### src/rtl/mmio_pkg.sv
package mmio_pkg;
   typedef enum logic [2:0] {
      RGN_NONE = 3'd0,
      RGN_RAM  = 3'd1,
      RGN_LED  = 3'd2,
      RGN_DISP = 3'd3,
      RGN_SW   = 3'd4
   } region_t;
endpackage

### src/rtl/mmio_addr_dec.sv
module mmio_addr_dec
   import mmio_pkg::*;
#(
   parameter int         NIB_W    = 4,
   parameter logic [3:0] RAM_NIB  = 4'h0,
   parameter logic [3:0] LED_NIB  = 4'h1,
   parameter logic [3:0] DISP_NIB = 4'h2,
   parameter logic [3:0] SW_NIB   = 4'h3
) (
   input  logic [NIB_W-1:0] nibble,
   output region_t          region
);
   if (NIB_W != 4) begin : g_bad_nib
      $error("mmio_addr_dec: region field must be 4 bits");
   end
   if (RAM_NIB == LED_NIB || RAM_NIB == DISP_NIB || RAM_NIB == SW_NIB ||
       LED_NIB == DISP_NIB || LED_NIB == SW_NIB || DISP_NIB == SW_NIB) begin : g_bad_map
      $error("mmio_addr_dec: region codes must be distinct");
   end

   always_comb begin
      if (nibble == RAM_NIB)       region = RGN_RAM;
      else if (nibble == LED_NIB)  region = RGN_LED;
      else if (nibble == DISP_NIB) region = RGN_DISP;
      else if (nibble == SW_NIB)   region = RGN_SW;
      else                         region = RGN_NONE;
   end
endmodule

### src/rtl/mmio_ram.sv
module mmio_ram #(
   parameter int AW = 7,
   parameter int DW = 16
) (
   input  logic          clk,
   input  logic          we,
   input  logic [AW-1:0] addr,
   input  logic [DW-1:0] wdata,
   output logic [DW-1:0] q
);
   localparam int DEPTH = 1 << AW;

   if (AW < 1 || AW > 10) begin : g_bad_aw
      $error("mmio_ram: address width out of range");
   end

   logic [DW-1:0] mem [DEPTH];

   always_ff @(posedge clk) begin
      q <= mem[addr];
      if (we) mem[addr] <= wdata;
   end
endmodule

### src/rtl/mmio_out_regs.sv
module mmio_out_regs #(
   parameter int DATA_W   = 16,
   parameter int NUM_DISP = 8,
   parameter int SEG_W    = 7,
   parameter int IDX_W    = 3
) (
   input  logic                      clk,
   input  logic                      rst_n,
   input  logic                      led_we,
   input  logic                      disp_we,
   input  logic [IDX_W-1:0]          disp_idx,
   input  logic [DATA_W-1:0]         wdata,
   output logic [DATA_W-1:0]         led_q,
   output logic [NUM_DISP*SEG_W-1:0] seg_q
);
   if ((1 << IDX_W) < NUM_DISP) begin : g_bad_idx
      $error("mmio_out_regs: index too narrow for digit count");
   end

   always_ff @(posedge clk or negedge rst_n) begin
      if (!rst_n)      led_q <= '0;
      else if (led_we) led_q <= wdata;
   end

   for (genvar gi = 0; gi < NUM_DISP; gi++) begin : g_digit
      logic [SEG_W-1:0] pat;
      always_ff @(posedge clk or negedge rst_n) begin
         if (!rst_n)
            pat <= '1;
         else if (disp_we && disp_idx == IDX_W'(gi))
            pat <= wdata[SEG_W-1:0];
      end
      assign seg_q[gi*SEG_W +: SEG_W] = pat;
   end
endmodule

### src/rtl/mmio_decoder.sv
module mmio_decoder
   import mmio_pkg::*;
#(
   parameter int         ADDR_W   = 16,
   parameter int         DATA_W   = 16,
   parameter int         RAM_AW   = 7,
   parameter int         NUM_DISP = 8,
   parameter int         SEG_W    = 7,
   parameter logic [3:0] RAM_NIB  = 4'h0,
   parameter logic [3:0] LED_NIB  = 4'h1,
   parameter logic [3:0] DISP_NIB = 4'h2,
   parameter logic [3:0] SW_NIB   = 4'h3
) (
   input  logic                      clk,
   input  logic                      rst_n,
   input  logic [ADDR_W-1:0]         cpu_addr,
   input  logic [DATA_W-1:0]         cpu_wdata,
   input  logic                      cpu_we,
   output logic [DATA_W-1:0]         cpu_rdata,
   input  logic [DATA_W-1:0]         sw_in,
   output logic [DATA_W-1:0]         led_q,
   output logic [NUM_DISP*SEG_W-1:0] seg_q
);
   localparam int NIB_LSB = ADDR_W - 4;
   localparam int IDX_W   = (NUM_DISP > 1) ? $clog2(NUM_DISP) : 1;

   if (DATA_W <= SEG_W) begin : g_bad_seg
      $error("mmio_decoder: data word must be wider than a digit");
   end
   if (RAM_AW + 4 > ADDR_W || IDX_W + 4 > ADDR_W) begin : g_bad_addr
      $error("mmio_decoder: address too narrow for region layout");
   end

   region_t region, region_q;
   logic [IDX_W-1:0]  idx_q;
   logic [DATA_W-1:0] sw_q;
   logic [DATA_W-1:0] ram_q;
   logic [SEG_W-1:0]  disp_rd;
   logic              unused_addr_bits;

   assign unused_addr_bits = ^cpu_addr;

   mmio_addr_dec #(
      .NIB_W(4), .RAM_NIB(RAM_NIB), .LED_NIB(LED_NIB),
      .DISP_NIB(DISP_NIB), .SW_NIB(SW_NIB)
   ) u_dec (
      .nibble (cpu_addr[ADDR_W-1:NIB_LSB]),
      .region (region)
   );

   mmio_ram #(.AW(RAM_AW), .DW(DATA_W)) u_ram (
      .clk   (clk),
      .we    (cpu_we && region == RGN_RAM),
      .addr  (cpu_addr[RAM_AW-1:0]),
      .wdata (cpu_wdata),
      .q     (ram_q)
   );

   mmio_out_regs #(
      .DATA_W(DATA_W), .NUM_DISP(NUM_DISP), .SEG_W(SEG_W), .IDX_W(IDX_W)
   ) u_out (
      .clk      (clk),
      .rst_n    (rst_n),
      .led_we   (cpu_we && region == RGN_LED),
      .disp_we  (cpu_we && region == RGN_DISP),
      .disp_idx (cpu_addr[IDX_W-1:0]),
      .wdata    (cpu_wdata),
      .led_q    (led_q),
      .seg_q    (seg_q)
   );

   always_ff @(posedge clk or negedge rst_n) begin
      if (!rst_n) begin
         region_q <= RGN_NONE;
         idx_q    <= '0;
         sw_q     <= '0;
      end else begin
         region_q <= region;
         idx_q    <= cpu_addr[IDX_W-1:0];
         sw_q     <= sw_in;
      end
   end

   always_comb begin
      disp_rd = '0;
      for (int i = 0; i < NUM_DISP; i++)
         if (idx_q == IDX_W'(i)) disp_rd = seg_q[i*SEG_W +: SEG_W];
   end

   always_comb begin
      unique case (region_q)
         RGN_RAM:  cpu_rdata = ram_q;
         RGN_LED:  cpu_rdata = led_q;
         RGN_DISP: cpu_rdata = {{(DATA_W-SEG_W){1'b0}}, disp_rd};
         RGN_SW:   cpu_rdata = sw_q;
         default:  cpu_rdata = '0;
      endcase
   end
endmodule

### config.mk
export PLATFORM = sky130hd
export DESIGN_NAME = mmio_decoder
export DESIGN_NICKNAME = d
export VERILOG_FILES = /design/src/rtl/mmio_pkg.sv /design/src/rtl/mmio_addr_dec.sv /design/src/rtl/mmio_ram.sv /design/src/rtl/mmio_out_regs.sv /design/src/rtl/mmio_decoder.sv
export SDC_FILE = /design/constraint.sdc
export NUM_CORES = 2
export LEC_CHECK = 0
export ABC_AREA = 1
export ABC_CLOCK_PERIOD_IN_PS = 1700
export CORE_ASPECT_RATIO = 0.8
export CORE_MARGIN = 10
export CORE_UTILIZATION = 44
export CTS_CLUSTER_DIAMETER = 150
export DETAILED_ROUTE_END_ITERATION = 16
export PLACE_DENSITY = 0.64
export SETUP_SLACK_MARGIN = 0.1
export SKIP_CTS_REPAIR_TIMING = 1
export SLEW_MARGIN = 20
export SYNTH_ARGS = -nofsm -noshare
export SYNTH_HDL_FRONTEND = slang
export SYNTH_SLANG_ARGS = --single-unit
### constraint.sdc
create_clock -name clk -period 1.7 [get_ports clk]
set_input_delay 0.255 -clock clk [delete_from_list [all_inputs] [get_ports clk]]
set_output_delay 0.255 -clock clk [all_outputs]
set_load 0.02 [all_outputs]
==> flow_summary.toml <==
[drt]
wire_per_inst_um = 25.1
ant_nets = 0
vias_per_cell = 5.50
wirelength_um = 291000
first_iter_violations = 9044
num_vias = 63800
drc = 0
first_pass_iters = 8

[power]
p_per_area_mw_per_mm2 = 1050
pwr-share-comb_pct = 9.4
p_switching_uw = 27600
p_leak_uw = 0.0432
swShare_pct = 23.7
clkPwrFrac_pct = 40.0
pwr-share-seq_pct = 50.6
p_int_uw = 88900
ir_drop_mv = 0.949

[layout]
fin_nets = 8810
area_growth_pct = 27.0
multiInputGateArea_mm2 = 0.0235
layout-drive-gt1-share_pct = 20.7
seq_area_mm2 = 0.0642
fillers = 16200

[clock_network]
cts_root_buf = "clkbuf_16"
htreeDepth = 4
path_clk_slew_ns = 0.07
clockBufferDepth = 3
clk_latency_ns = 0.86
clock_sinks = 2158
numCtsBuffers = 202
cts_tree = "yes"

[timing]
post-route-min-period_ns = 2.77
fin_crit_sh_pct = 163
fin_skew_ns = 0.0259
hold_ws_ns = 0.00121
slew_viol_final = 0
timing.fmax_mhz = 360
setup_viol = 77
tightest_slew_ns = 0.512
rsz0062_at_grt = "yes"
final_hold_viol_count = 0
setup_ws_ns = -1.07
slew-limit-headroom_pct = 65.9

[die]
core_mm2 = 0.198
die_x_um = 518
rows = 146
initial_utilization_pct = 44.2
io_pins = 139
die_h_um = 418
die_area_mm2 = 0.217

[critical_path]
critPathSlowestCell = "dfrtp_2"
cpMostUsedCell = "nand2_1"
r2r_cells = 10
crit_type = "reg2out"
worstPathCellList = "buf_4 > nand3_2 > inv_2 > nand2_1 > o221ai_1 > nor2_1 > nand4_1 > nand2_1 > nand2_1 > clkbuf_2"
critPathTopFamily = "simple AND/OR/NAND/NOR gates"
critPathBufInv = 3
path_max_fanout = 5
crit_arrival_ns = 2.52
cp-end-kind = "primary output"
reg2reg_from = "u_ram.mem[67][0]"
reg2reg_to = "u_ram.q[0]"
startpoint_type = "flop"
worstPathRequired_ns = 1.44
rrSetupSlack_ns = -0.05
critical_path.max_stage_delay_ns = 0.46

[yosys]
ys_warn_count = 0
syn_nets = 7938
synth_xor_area_share_pct = 0
synth_top_family_by_area = "simple AND/OR/NAND/NOR gates"
synth_area_mm2 = 0.0873
avgSynthCellArea_um2 = 11.1
yosys.area_share.simple_pct = 22.6
ys_ff_latch = 2158
synth.distinct_cells = 30
synth_seq_area_share_pct = 73.6
synthAdderAreaFrac_pct = 0
synth-compound-area-share_pct = 1.23
muxShareOfSynthArea_pct = 0.116
netlist_instances = 7887

[grt]
grt_use_total_pct = 25.7
grt_pass1_vias = 59200
antenna_found_initial = 9
grt_pass1_wl_um = 414000
grt_overflow = 0
grt_max_degree = 95

[place]
place.port_buffers = 133
hpwl_um = 190000
gp_congestion = 0.927
preCtsSetupSlack_ns = -1.03

[worst_hold_path]
hold_class = "in2reg"
worstHoldStart = "cpu_addr[13]"
hold_end = "region_q[1]"
min_path_cells = 2

[run]
maxCapViolations = 0

[run_status]
outcome = "finished with violations"
violations = "setup timing"
## flip-flops by register name, summed over array words and instances, names as in the netlist
name               cells
u_ram.mem           2048
u_out.g_digit.pat     56
sw_q                  16
u_out.led_q           16
u_ram.q               16
idx_q                  3
region_q               3
## power groups by stage
stage / logic (µW) / registers [µW] / clock network, µW
6_report: 10900 / 59000 / 46600
5_1_grt: 11500 / 59000 / 49100
4_1_cts: 10000 / 58900 / 46900
3_5_place_dp: 9950 / 60100 / 0
3_3_place_gp: 9890 / 60100 / 0
2_1_floorplan: 3510 / 60300 / 0
## final cells by class
type                       count  share of cell area, %
sequential                  2158                   57.9
multi-input combinational   5232                   21.1
timing repair buffer        1067                   11.5
clock buffer                 254                   4.89
tap                         2664                   3.01
clock inverter               115                   1.14
inverter                      98                  0.372
antenna                        3                0.00677
## worst max path at each step
stage / from / endpoint / slack (ns) / depth (start not counted)
global route: idx_q[0] / cpu_rdata[1] / -1.19 / 11
CTS: idx_q[2] / cpu_rdata[4] / -1.64 / 11
detailed placement: cpu_addr[4] / u_ram.q[8] / -1.03 / 13
global placement: cpu_addr[4] / u_ram.q[8] / -1.03 / 13
finish: idx_q[1] / cpu_rdata[1] / -1.07 / 10
floorplan: cpu_addr[15] / u_ram.mem[65][0] / -0.41 / 8
## kinds of logic (layout without fill, tap and decap cells)
logic type,count (synthesis),in the layout
buffers and inverters,497,1534
AND/OR/NAND/NOR,5021,5021
AO/OA/AOI/OAI,202,202
multiplexers,9,9
flip-flops,2158,2158
other,0,3
## synth_stat cells
| master | n | area [µm²] |
|---|---|---|
| a21oi_1 | 112 | 561 |
| a22o_1 | 7 | 61.3 |
| a22oi_1 | 8 | 60.1 |
| buf_1 | 48 | 180 |
| buf_2 | 194 | 971 |
| buf_4 | 4 | 30.0 |
| clkbuf_1 | 153 | 574 |
| dfrtp_1 | 38 | 951 |
| dfstp_2 | 56 | 1470 |
| dfxtp_1 | 16 | 320 |
| edfxtp_1 | 2048 | 61500 |
| inv_1 | 89 | 334 |
| inv_2 | 9 | 33.8 |
| mux2_2 | 9 | 101 |
| nand2_1 | 4074 | 15300 |
| nand2_2 | 1 | 6.26 |
| nand2_4 | 1 | 11.3 |
| nand3_1 | 380 | 1900 |
| nand3b_1 | 2 | 15.0 |
| nand4_1 | 129 | 807 |
| nor2_1 | 415 | 1560 |
| nor2_2 | 5 | 31.3 |
| nor3_1 | 6 | 30.0 |
| nor3_2 | 5 | 50.1 |
| nor3_4 | 3 | 48.8 |
| o21ai_0 | 53 | 265 |
| o21ai_1 | 12 | 60.1 |
| o21bai_1 | 1 | 7.51 |
| o221ai_1 | 1 | 8.76 |
| o22ai_1 | 8 | 50.1 |
## layout by cell type (no fill, tap or decap), types with 129 or more instances in the layout
master        n
buf_12      315
buf_4       526
buf_6       159
clkbuf_16   211
edfxtp_1   2048
nand2_1    3956
nand3_1     288
nand4_1     129
nor2_1      212
nor2_4      166
## metal layers
metal | GRT usage [%] | share of wire, % | up-vias
li1 | - | - | 28300
met1 | 38.2 | 41 | 31400
met2 | 38.1 | 44 | 3661
met3 | 5.33 | 12 | 437
met4 | 7.41 | 2.9 | 6
met5 | 0 | 0.012 | -
## through the flow
stage / instance area, µm² / power [µW] / TNS (ns) / std cells / utilization (%)
4_1_cts: 109000 / 116000 / -70.19 / 11500 / 55.0
2_1_floorplan: 88600 / 63800 / -695.17 / 7887 / -
3_5_place_dp: 102000 / 70000 / -1392.87 / 11200 / 51.6
3_3_place_gp: 102000 / 69900 / -1413.12 / 11200 / 51.6
5_1_grt: 111000 / 120000 / -25.41 / 11600 / 56.1
6_report: 111000 / 117000 / -21.28 / 11600 / 56.1
No activity file was read; power rests on OpenSTA's default activity.
